### src/rtl/ipt_pkg.sv
// ipt_pkg: types and helpers shared by the inverted page table modules.
// Assumes nothing about the parameters beyond a frame count of at least one.
package ipt_pkg;

    // Outcome of the most recent lookup cycle, held in the result register.
    typedef enum logic [1:0] {
        LK_NONE  = 2'b00,
        LK_HIT   = 2'b01,
        LK_FAULT = 2'b10
    } lk_outcome_e;

    // Width of an index into n slots; never less than one bit.
    function automatic int unsigned idx_width(input int unsigned n);
        return (n < 2) ? 1 : $clog2(n);
    endfunction

endpackage

### src/rtl/ipt_entry_store.sv
// ipt_entry_store: the slot array, one slot per physical frame.
// Each slot holds a valid bit, a process identifier and a virtual page.
// A write replaces the whole slot chosen by wr_frame on the clock edge.
// An index at or beyond FRAMES selects no slot, so such a write is dropped.
// Assumes synchronous active-low reset; reset clears every valid bit.
module ipt_entry_store #(
    parameter int unsigned FRAMES  = 16,
    parameter int unsigned PID_W   = 8,
    parameter int unsigned VPN_W   = 20,
    parameter int unsigned FRAME_W = 4
) (
    input  logic                          clk,
    input  logic                          rst_n,
    input  logic                          wr_en,
    input  logic [FRAME_W-1:0]            wr_frame,
    input  logic                          wr_valid,
    input  logic [PID_W-1:0]              wr_pid,
    input  logic [VPN_W-1:0]              wr_vpn,
    output logic [FRAMES-1:0]             ent_valid,
    output logic [FRAMES-1:0][PID_W-1:0]  ent_pid,
    output logic [FRAMES-1:0][VPN_W-1:0]  ent_vpn
);

    logic [FRAMES-1:0] slot_sel;

    for (genvar gi = 0; gi < FRAMES; gi++) begin : g_slot
        // Decode whether this slot is the write target this cycle.
        always_comb begin
            slot_sel[gi] = wr_en && (wr_frame == FRAME_W'(gi));
        end

        // Hold the slot contents; reset invalidates, a selected write replaces.
        always_ff @(posedge clk) begin
            if (!rst_n) begin
                ent_valid[gi] <= 1'b0;
                ent_pid[gi]   <= '0;
                ent_vpn[gi]   <= '0;
            end else if (slot_sel[gi]) begin
                ent_valid[gi] <= wr_valid;
                ent_pid[gi]   <= wr_pid;
                ent_vpn[gi]   <= wr_vpn;
            end
        end


        install_lands_chk: assert property (@(posedge clk) disable iff (!rst_n)
            (wr_en && (wr_frame == FRAME_W'(gi)))
            |=> (ent_valid[gi] == $past(wr_valid)) &&
                (ent_pid[gi] == $past(wr_pid)) &&
                (ent_vpn[gi] == $past(wr_vpn)));


        clear_drops_chk: assert property (@(posedge clk) disable iff (!rst_n)
            (wr_en && !wr_valid && (wr_frame == FRAME_W'(gi)))
            |=> !ent_valid[gi]);


        untouched_slot_chk: assert property (@(posedge clk) disable iff (!rst_n)
            !(wr_en && (wr_frame == FRAME_W'(gi)))
            |=> $stable(ent_valid[gi]) && $stable(ent_pid[gi]) && $stable(ent_vpn[gi]));
    end

endmodule

### src/rtl/ipt_match_array.sv
// ipt_match_array: compares the request pair against every slot in parallel.
// A slot raises its match bit only when it is valid and both fields agree.
// Purely combinational; assumes the slot outputs come straight from registers.
module ipt_match_array #(
    parameter int unsigned FRAMES = 16,
    parameter int unsigned PID_W  = 8,
    parameter int unsigned VPN_W  = 20
) (
    input  logic [FRAMES-1:0]             ent_valid,
    input  logic [FRAMES-1:0][PID_W-1:0]  ent_pid,
    input  logic [FRAMES-1:0][VPN_W-1:0]  ent_vpn,
    input  logic [PID_W-1:0]              key_pid,
    input  logic [VPN_W-1:0]              key_vpn,
    output logic [FRAMES-1:0]             match
);

    logic [FRAMES-1:0] pid_eq;
    logic [FRAMES-1:0] vpn_eq;

    for (genvar gi = 0; gi < FRAMES; gi++) begin : g_cmp
        // Compare the two tag fields of one slot and qualify by its valid bit.
        always_comb begin
            pid_eq[gi] = (ent_pid[gi] == key_pid);
            vpn_eq[gi] = (ent_vpn[gi] == key_vpn);
            match[gi]  = ent_valid[gi] && pid_eq[gi] && vpn_eq[gi];
        end
    end

endmodule

### src/rtl/ipt_low_first.sv
// ipt_low_first: priority encoder that picks the lowest set request bit.
// idx is 0 when no bit is set; any tells the caller whether idx is meaningful.
// Purely combinational; assumes N fits in W index bits.
module ipt_low_first #(
    parameter int unsigned N = 16,
    parameter int unsigned W = 4
) (
    input  logic [N-1:0] req,
    output logic         any,
    output logic [W-1:0] idx
);

    // Scan from the top down so the lowest set bit is the last one written.
    always_comb begin
        idx = '0;
        for (int k = N - 1; k >= 0; k--) begin
            if (req[k]) begin
                idx = W'(k);
            end
        end
    end

    // Flag whether any request bit is set.
    always_comb begin
        any = |req;
    end

endmodule

### src/rtl/ipt_lookup.sv
// ipt_lookup: inverted page table translator, top level.
// A request pair is matched against all slots; the lowest matching slot index
// becomes the frame number, registered one cycle after the request.
// A lookup sees the slot contents before any install on the same edge.
// Assumes synchronous active-low reset and FRAMES of at least one.
module ipt_lookup
    import ipt_pkg::*;
#(
    parameter int unsigned FRAMES  = 16,
    parameter int unsigned PID_W   = 8,
    parameter int unsigned VPN_W   = 20,
    parameter int unsigned OFF_W   = 12,
    localparam int unsigned FRAME_W = idx_width(FRAMES),
    localparam int unsigned PA_W    = FRAME_W + OFF_W
) (
    input  logic               clk,
    input  logic               rst_n,
    input  logic               lk_valid,
    input  logic [PID_W-1:0]   lk_pid,
    input  logic [VPN_W-1:0]   lk_vpn,
    input  logic [OFF_W-1:0]   lk_offset,
    input  logic               inst_en,
    input  logic [FRAME_W-1:0] inst_frame,
    input  logic               inst_valid,
    input  logic [PID_W-1:0]   inst_pid,
    input  logic [VPN_W-1:0]   inst_vpn,
    output logic               res_valid,
    output logic               res_hit,
    output logic               res_fault,
    output logic [FRAME_W-1:0] res_frame,
    output logic [PA_W-1:0]    res_paddr
);

    logic [FRAMES-1:0]            slot_valid;
    logic [FRAMES-1:0][PID_W-1:0] slot_pid;
    logic [FRAMES-1:0][VPN_W-1:0] slot_vpn;
    logic [FRAMES-1:0]            match_vec;
    logic                         enc_any;
    logic [FRAME_W-1:0]           enc_idx;
    logic [FRAMES-1:0]            below_mask;

    lk_outcome_e                  outcome_q;
    logic                         valid_q;
    logic [FRAME_W-1:0]           frame_q;
    logic [OFF_W-1:0]             offset_q;

    ipt_entry_store #(
        .FRAMES (FRAMES),
        .PID_W  (PID_W),
        .VPN_W  (VPN_W),
        .FRAME_W(FRAME_W)
    ) u_store (
        .clk      (clk),
        .rst_n    (rst_n),
        .wr_en    (inst_en),
        .wr_frame (inst_frame),
        .wr_valid (inst_valid),
        .wr_pid   (inst_pid),
        .wr_vpn   (inst_vpn),
        .ent_valid(slot_valid),
        .ent_pid  (slot_pid),
        .ent_vpn  (slot_vpn)
    );

    ipt_match_array #(
        .FRAMES(FRAMES),
        .PID_W (PID_W),
        .VPN_W (VPN_W)
    ) u_match (
        .ent_valid(slot_valid),
        .ent_pid  (slot_pid),
        .ent_vpn  (slot_vpn),
        .key_pid  (lk_pid),
        .key_vpn  (lk_vpn),
        .match    (match_vec)
    );

    ipt_low_first #(
        .N(FRAMES),
        .W(FRAME_W)
    ) u_pick (
        .req(match_vec),
        .any(enc_any),
        .idx(enc_idx)
    );

    // Capture the outcome of this cycle's lookup, or clear it when idle.
    always_ff @(posedge clk) begin
        if (!rst_n) begin
            valid_q   <= 1'b0;
            outcome_q <= LK_NONE;
            frame_q   <= '0;
            offset_q  <= '0;
        end else begin
            valid_q <= lk_valid;
            if (lk_valid) begin
                outcome_q <= enc_any ? LK_HIT : LK_FAULT;
                frame_q   <= enc_any ? enc_idx : '0;
                offset_q  <= lk_offset;
            end else begin
                outcome_q <= LK_NONE;
                frame_q   <= '0;
                offset_q  <= '0;
            end
        end
    end

    // Drive the result ports from the registered outcome.
    always_comb begin
        res_valid = valid_q;
        res_hit   = (outcome_q == LK_HIT);
        res_fault = (outcome_q == LK_FAULT);
        res_frame = frame_q;
        res_paddr = {frame_q, offset_q};
    end

    // Mask of slots below the encoder's choice, used only by the check below.
    always_comb begin
        below_mask = (FRAMES'(1) << enc_idx) - FRAMES'(1);
    end


    lowest_wins_chk: assert property (@(posedge clk) disable iff (!rst_n)
        (lk_valid && enc_any)
        |-> match_vec[enc_idx] && ((match_vec & below_mask) == '0));


    result_follows_chk: assert property (@(posedge clk) disable iff (!rst_n)
        lk_valid |=> res_valid && (res_hit == $past(enc_any)));


    hit_fault_excl_chk: assert property (@(posedge clk) disable iff (!rst_n)
        $onehot0({res_hit, res_fault}) && ((res_hit || res_fault) == res_valid));


    idle_quiet_chk: assert property (@(posedge clk) disable iff (!rst_n)
        !lk_valid |=> !res_hit && !res_fault);


    fault_zero_frame_chk: assert property (@(posedge clk) disable iff (!rst_n)
        res_fault |-> (res_frame == '0));


    offset_pass_chk: assert property (@(posedge clk) disable iff (!rst_n)
        lk_valid |=> (res_paddr[OFF_W-1:0] == $past(lk_offset)));

endmodule

### config.mk
export PLATFORM = sky130hd
export DESIGN_NAME = ipt_lookup
export DESIGN_NICKNAME = d
export VERILOG_FILES = /design/src/rtl/ipt_pkg.sv /design/src/rtl/ipt_entry_store.sv /design/src/rtl/ipt_match_array.sv /design/src/rtl/ipt_low_first.sv /design/src/rtl/ipt_lookup.sv
export SDC_FILE = /design/constraint.sdc
export NUM_CORES = 1
export LEC_CHECK = 0
export CAP_MARGIN = 20
export CORE_ASPECT_RATIO = 0.5
export CORE_MARGIN = 5
export CORE_UTILIZATION = 25
export DETAILED_ROUTE_END_ITERATION = 8
export DONT_BUFFER_PORTS = 1
export SYNTH_ARGS = -nofsm -noshare
export SYNTH_HDL_FRONTEND = slang
export SYNTH_SLANG_ARGS = --single-unit
### constraint.sdc
create_clock -name clk -period 2.8 [get_ports clk]
set_input_delay 0.14 -clock clk [delete_from_list [all_inputs] [get_ports clk]]
set_output_delay 0.14 -clock clk [all_outputs]
set_load 0.01 [all_outputs]
==> results of run 1 <==
## layout by cell type, fill, tap and decap left out, drive strengths merged, types with 3 or more instances in the layout
| cell | Yosys | layout |
|---|---|---|
| nand2 | 957 | 957 |
| dfxtp | 483 | 483 |
| a21boi | 466 | 466 |
| dlygate4sd3 | 0 | 325 |
| xnor2 | 255 | 255 |
| xor2 | 191 | 191 |
| clkbuf | 199 | 84 |
| nand4 | 74 | 74 |
| buf | 71 | 58 |
| nor4 | 57 | 57 |
| nor2 | 20 | 20 |
| nand3 | 19 | 19 |
| nor3 | 16 | 16 |
| and3 | 14 | 14 |
| clkinv | 0 | 8 |
| nor2b | 4 | 4 |
| nand2b | 4 | 4 |
| inv | 3 | 3 |
| a21oi | 3 | 3 |
| and2 | 3 | 3 |
| bufinv | 0 | 3 |
| or2 | 3 | 3 |
## metrics by stage
stage                     utilization  cell area (um^2)  power, uW
after global routing           0.3186             29480      15680
after CTS                      0.3185             29470      15280
after detailed placement       0.2585             23910       7829
after floorplan                     -             23220       8028
after global placement         0.2585             23910       7818
final                          0.3186             29480      15320
## metal layers
metal  GRT usage  vias to the layer above  routed length [um]
li1            -                     9514                   -
met1      0.2090                    10016               34630
met2      0.2903                      950               41320
met3     0.03288                      286                7905
met4     0.08832                        0                5034
met5           0                        -                   0
## final cells by class
type                            instances  area [um^2]
Sequential cell                       483         9669
Timing Repair Buffer                  383         4063
Inverter                                3        11.26
Tap cell                             1255         1570
Clock inverter                         11        130.1
Multi-Input combinational cell       2100        12450
Fill cell                            9517        63040
Clock buffer                           84         1583
## power by group
| group | internal [uW] | switching (uW) | leakage (uW) |
|---|---|---|---|
| Combinational | 578 | 648 | 0.00570 |
| Sequential | 6970 | 65.1 | 0.00390 |
| Clock | 4120 | 2940 | 0.000848 |
| Total | 11700 | 3650 | 0.0104 |
## worst max path at each step
stage                                                 start                       to  cells after the start
after CTS                 u_store.ent_vpn[178]$_SDFFE_PN0P_  res_frame[0]$_SDFF_PP0_                      9
after global placement    u_store.ent_vpn[178]$_SDFFE_PN0P_  res_frame[0]$_SDFF_PP0_                      9
final                     u_store.ent_vpn[180]$_SDFFE_PN0P_  res_frame[0]$_SDFF_PP0_                      9
after global routing      u_store.ent_vpn[178]$_SDFFE_PN0P_  res_frame[0]$_SDFF_PP0_                      9
after detailed placement  u_store.ent_vpn[178]$_SDFFE_PN0P_  res_frame[0]$_SDFF_PP0_                      9
after floorplan           u_store.ent_pid[119]$_SDFFE_PN0P_  res_frame[0]$_SDFF_PP0_                      8
## cells by family after synthesis
| group | count (synthesis) | synth area share |
|---|---|---|
| simple gates | 1174 | 0.2095 |
| compound gates | 480 | 0.1549 |
| flops | 483 | 0.4164 |
| buf+inv | 273 | 0.04967 |
| xor+xnor | 446 | 0.1695 |
## sequential cells by signal (all words and copies together) (netlist names)
name	flops
outcome_q	2
res_frame	4
u_store.ent_valid	16
res_valid	1
offset_q	12
u_store.ent_vpn	320
u_store.ent_pid	128
## worst reg2reg max path, delay by kind of cell, from the launching register on
| family | cells | cell delay [ps] |
|---|---|---|
| and+or+nand+nor | 6 | 1320 |
| AOI/OAI and AO/OA | 2 | 520 |
| xor gates and xnor gates | 1 | 170 |
| DFF | 1 | 330 |
## repair_timing
item | 4_1_cts | 5_1_grt
hold endpoints to repair | 477 | 0
setup buffers | 0 | 0
hold buffers | 354 | 0
==> metrics.md, run 1 <==
| Metric | Value |
|---|---|
| CP peak stage delay | `360 ps` |
| Final Max Slew Viols | `0` |
| Antenna cells | `0` |
| GRT Util Overall | `0.1718` |
| Nets | `3,100` |
| Worst setup path class | `reg2reg` |
| Dpl cells | `3,869` |
| Total Negative Setup Slacks | `0 ps` |
| Final setup vio count | `0` |
| HPWL Detailed | `43,410 um` |
| WP data required | `3330 ps` |
| Initial antenna violation count | `0` |
| Hold_sp | `inst_frame[1]` |
| Leak | `0.01045 uW` |
| Post-CTS sizing | `0` |
| CTS clock-pin slew for the worst setup and hold paths | `70 ps` |
| Ratio of cells with drive above 1 in the final layout | `0.05222` |
| Vias in the first global route | `20.22k` |
| Skew final | `19.96 ps` |
| Ys flop type | `dfxtp_1` |
| Synthesized net count | `2,933` |
| WHS Path Cells | `3` |
| Cells on worst reg2reg path | `9` |
| HP Class | `in2reg` |
| Commonest cells in the netlist | `nand2_1 (957), dfxtp_1 (483), a21boi_0 (464), xnor2_1 (251), clkbuf_1 (199)` |
| Final period util | `0.8621` |
| Clock root buffer | `clkbuf_16` |
| Max_slew headroom | `0.1418` |
| Sequential area share after synthesis | `0.4164` |
| Synth cell types | `38` |
| Post-synth top area cell | `dfxtp_1` |
| Die W | `441.0 um` |
| Crit-path cells | `xor2_1 > nor4_1 > nand3_1 > nor3_1 > nand4_1 > nand2_1 > nor3_2 > a221o_1 > a31oi_1` |
| Worst VDD drop | `0.3682 mV` |
| Die area | `99,460 um^2` |
| Largest cells by area after synthesis | `dfxtp_1 (42%), nand2_1 (15%), a21boi_0 (15%), xnor2_1 (9.5%), xor2_1 (7.2%)` |
| Antenna-violating nets left | `0` |
| DRT Pass-1 Iters | `5` |
| I/O pins | `100` |
| Area Overhead vs Synth | `26.93%` |
| Post-Place Setup Slack | `466.0 ps` |
| Number of CTS-inserted buffers | `52` |
| Synthesized cell area | `23,220 um^2` |
| Worst Path Buf+Inv | `0` |
| Yosys top cell area share | `0.4164` |
| WHS | `38.93 ps` |
| # Max-Cap Violations | `0` |
| Cells after Synth | `2,856` |
| Arrival @ worst endpoint | `2940 ps` |
| Slowest library cell on the worst path | `a221o_1` |
| Vias/cell | `4.808` |
| Die height | `225.5 um` |
| Worst Max-Slew Pin Slew | `1283 ps` |
| DRT iter0 DRCs | `2,200` |
| WL/cell | `20.58 um` |
| Final Hold Vio Count | `0` |
| Post-synthesis async set-or-reset flop share | `0` |
| DR vias | `20.77k` |
| Final min period | `2414 ps` |
| Post-Syn Area per Cell | `8.131 um^2` |
| Gr ovfl total | `0` |
| RR Endpoint | `res_frame[0]$_SDFF_PP0_` |
| Hold endpoint | `u_store.ent_vpn[315]$_SDFFE_PN0P_` |
| Status | `complete, no violations` |
| EDFF count, synth | `0` |
| Peak Freq | `414.2 MHz` |
| Num Clock Sinks | `483` |
| First-pass GRT wire length | `130,300 um` |
| Largest net degree at the start of global routing | `256` |
| Setup WS post-layout | `386.0 ps` |
| R2R Setup Slk | `390 ps` |
| Clock tree buffer depth | `3` |
| CP endpoint kind | `flip-flop` |
| Delay-heaviest family, CP | `simple AND/OR/NAND/NOR gates` |
| CP Launch Type | `flip-flop` |
| Number of synthesized register bits | `483` |
| Worst reg2reg startpoint | `u_store.ent_vpn[180]$_SDFFE_PN0P_` |
| Unrepaired setup endpoints after global routing | `false` |
| Clock latency on the worst-skew pair | `610 ps` |
| CTS tree | `done` |
| DRC | `0` |
| Port bufs | `0` |
| Count leader, synth | `nand2_1` |
| Final wirelength | `88,900 um` |
| Non-Filler Instances | `4,319` |
| PD cells | `519.6 nW/um^2` |
| Initial Utilization | `0.2510` |
| Ys Warns | `0` |
| Worst Path Max Fanout | `4` |
| Row cnt | `79` |
| Final Wtd Congestion | `0.8145` |
| H-tree depth | `2` |
| Core ar. | `92,520 um^2` |
No activity file was read; power rests on OpenSTA's default activity.
==> run 2, diff against run 1 <==
Settings changed: CORE_ASPECT_RATIO 0.5 to 0.75.
==> metrics.md, run 2 (synthesis gave the netlist of run 1 again) <==
| Metric | Value |
|---|---|
| Setup Buffers After CTS | `0 (unchanged)` |
| DRC | `0 (unchanged)` |
| # Max-Cap Violations | `0 (unchanged)` |
| WHS | `30.94 ps (was 38.93 ps)` |
| Reg with most FFs | `u_store.ent_vpn (unchanged)` |
| Final wirelength | `91,970 um (was 88,900 um)` |
| Initial Utilization | `0.2531 (was 0.2510)` |
| DRT iter0 DRCs | `2,697 (was 2,200)` |
| Sequential power share | `0.472 (was 0.459)` |
| Comb pwr share | `0.084 (was 0.080)` |
| Antenna-violating nets left | `0 (unchanged)` |
| PD cells | `505.8 nW/um^2 (was 519.6 nW/um^2)` |
| Area Overhead vs Synth | `26.64% (was 26.93%)` |
| CP endpoint kind | `flip-flop (unchanged)` |
| Arrival @ worst endpoint | `3110 ps (was 2940 ps)` |
| Status | `complete, no violations (unchanged)` |
| Most frequent cells in the layout | `nand2_1 (957), dfxtp_1 (483), a21boi_0 (464) (unchanged)` |
| Core ar. | `91,770 um^2 (was 92,520 um^2)` |
| HPWL Detailed | `45,760 um (was 43,410 um)` |
| Total Negative Setup Slacks | `0 ps (unchanged)` |
| Row cnt | `96 (was 79)` |
| Nets | `3,109 (was 3,100)` |
| WL/cell | `21.43 um (was 20.58 um)` |
| Number of flip-flops under the largest register name | `320 (unchanged)` |
| DR vias | `20.63k (was 20.77k)` |
| Initial antenna violation count | `4 (was 0)` |
| Largest net degree at the start of global routing | `267 (was 256)` |
| Vias/cell | `4.808 (about the same)` |
| Die W | `361.9 um (was 441.0 um)` |
| First-pass GRT wire length | `131,600 um (was 130,300 um)` |
| Gr ovfl total | `0 (unchanged)` |
| Clock root buffer | `clkbuf_16 (unchanged)` |
| Sw Share | `0.2406 (was 0.2385)` |
| Worst VDD drop | `0.4182 mV (was 0.3682 mV)` |
| Worst Max-Slew Pin Slew | `1166 ps (was 1283 ps)` |
| CTS clock-pin slew for the worst setup and hold paths | `70 ps (about the same)` |
| CTS tree | `done (unchanged)` |
| Die height | `274.0 um (was 225.5 um)` |
| Num Clock Sinks | `483 (unchanged)` |
| H-tree depth | `2 (unchanged)` |
| Final Max Slew Viols | `0 (unchanged)` |
| GRT Util Overall | `0.1776 (was 0.1718)` |
| Power Internal | `11,300 uW (was 11,660 uW)` |
| GRT met1 Usage | `0.2366 (was 0.2090)` |
| Grt peak-use layer | `met2 (unchanged)` |
| Clock latency on the worst-skew pair | `580 ps (was 610 ps)` |
| CP Launch Type | `flip-flop (unchanged)` |
| Final Wtd Congestion | `0.7964 (was 0.8145)` |
| Most common cell after layout, fill and taps aside | `nand2_1 (unchanged)` |
| Leak | `0.01044 uW (was 0.01045 uW)` |
| Ratio of cells with drive above 1 in the final layout | `0.05157 (was 0.05222)` |
| HP Class | `in2reg (unchanged)` |
| Clock share of power | `0.444 (was 0.461)` |
| Peak Freq | `382.2 MHz (was 414.2 MHz)` |
| Worst setup path class | `reg2reg (unchanged)` |
| DRT Pass-1 Iters | `5 (unchanged)` |
| Biggest regs | `u_store.ent_vpn x320, u_store.ent_pid x128, u_store.ent_valid x16 (unchanged)` |
| Final period util | `0.9345 (was 0.8621)` |
| Final min period | `2617 ps (was 2414 ps)` |
| Clock tree buffer depth | `3 (unchanged)` |
| WP data required | `3290 ps (was 3330 ps)` |
| Vias in the first global route | `19.66k (was 20.22k)` |
| I/O pins | `100 (unchanged)` |
| Number of CTS-inserted buffers | `46 (was 52)` |
| GR Layer Usage met3 | `0.05393 (was 0.03288)` |
| Net Sw Power | `3579 uW (was 3653 uW)` |
| Skew final | `20.52 ps (was 19.96 ps)` |
| Max_slew headroom | `0.2226 (was 0.1418)` |
| Die area | `99,150 um^2 (was 99,460 um^2)` |
| Global Route met2 Usage | `0.2735 (was 0.2903)` |
| Port bufs | `0 (unchanged)` |
| Final Hold Vio Count | `0 (unchanged)` |
| Unrepaired setup endpoints after global routing | `false (unchanged)` |
| Worst Path Max Fanout | `3 (was 4)` |
| Final setup vio count | `0 (unchanged)` |
==> run 2: power by group through the flow <==
stage | clock (uW) | combinational, uW | sequential, uW
after floorplan | 0 | 860 | 7170
after global placement | 0 | 657 | 7180
after detailed placement | 0 | 657 | 7180
after CTS | 6630 | 1200 | 7020
after global routing | 6960 | 1290 | 7030
final | 6600 | 1240 | 7030
==> run 2: path summary, 6_finish.rpt <==
kind                                       from  cells past startpoint  slack, ps                            endpoint
min                               inst_frame[1]                      4         30    u_store.ent_pid[99]$_SDFFE_PN0P_
max           u_store.ent_vpn[267]$_SDFFE_PN0P_                      9        180             res_frame[0]$_SDFF_PP0_
max reg2reg   u_store.ent_vpn[267]$_SDFFE_PN0P_                      9        180             res_frame[0]$_SDFF_PP0_
min reg2reg  u_store.ent_valid[15]$_SDFFE_PN0P_                      2        470  u_store.ent_valid[15]$_SDFFE_PN0P_
==> run 2: area by class of cell <==
cell class,count,area [um^2]
clock inverters,15,211.5
repair buffers,398,4207
clock buffers,65,1324
well taps,1225,1533
multi-input cells,2100,12450
fillers,9530,62360
inverters,3,11.26
diodes,2,5.005
flip-flops and latches,483,9669
==> run 2: what timing repair did <==
item,4_1_cts,5_1_grt
hold buffers,364,0
endpoints found under the setup margin,0,0
gates resized for setup,0,0
endpoints found under the hold margin,477,0
==> run 2: metal layers <==
metal,up-vias,share of wire
met1,9844,0.42
met5,-,0
met4,0,0.037
li1,9545,-
met2,1022,0.43
met3,220,0.12
==> run 2: per-stage QoR <==
stage          instance area (um^2)  utilization  instances  worst slack, ps  power (uW)
4_1_cts                       29410       0.3204       4289            283.0       14860
6_report                      29410       0.3205       4291            183.4       14870
3_3_place_gp                  23920       0.2606       3845            399.0        7835
5_1_grt                       29410       0.3204       4289            59.33       15280
2_1_floorplan                 23220            -       2856            760.5        8028
3_5_place_dp                  23920       0.2606       3845            326.8        7837
==> run 2: critical path, stage by stage (launching register included) <==
cell,delay (ps)
dfxtp_1,320
xnor2_1,180
nand4_1,110
nor4_1,540
nand4_1,380
a21boi_1,250
o21ai_1,80
a21bo_1,210
a221o_1,300
a31oi_1,170
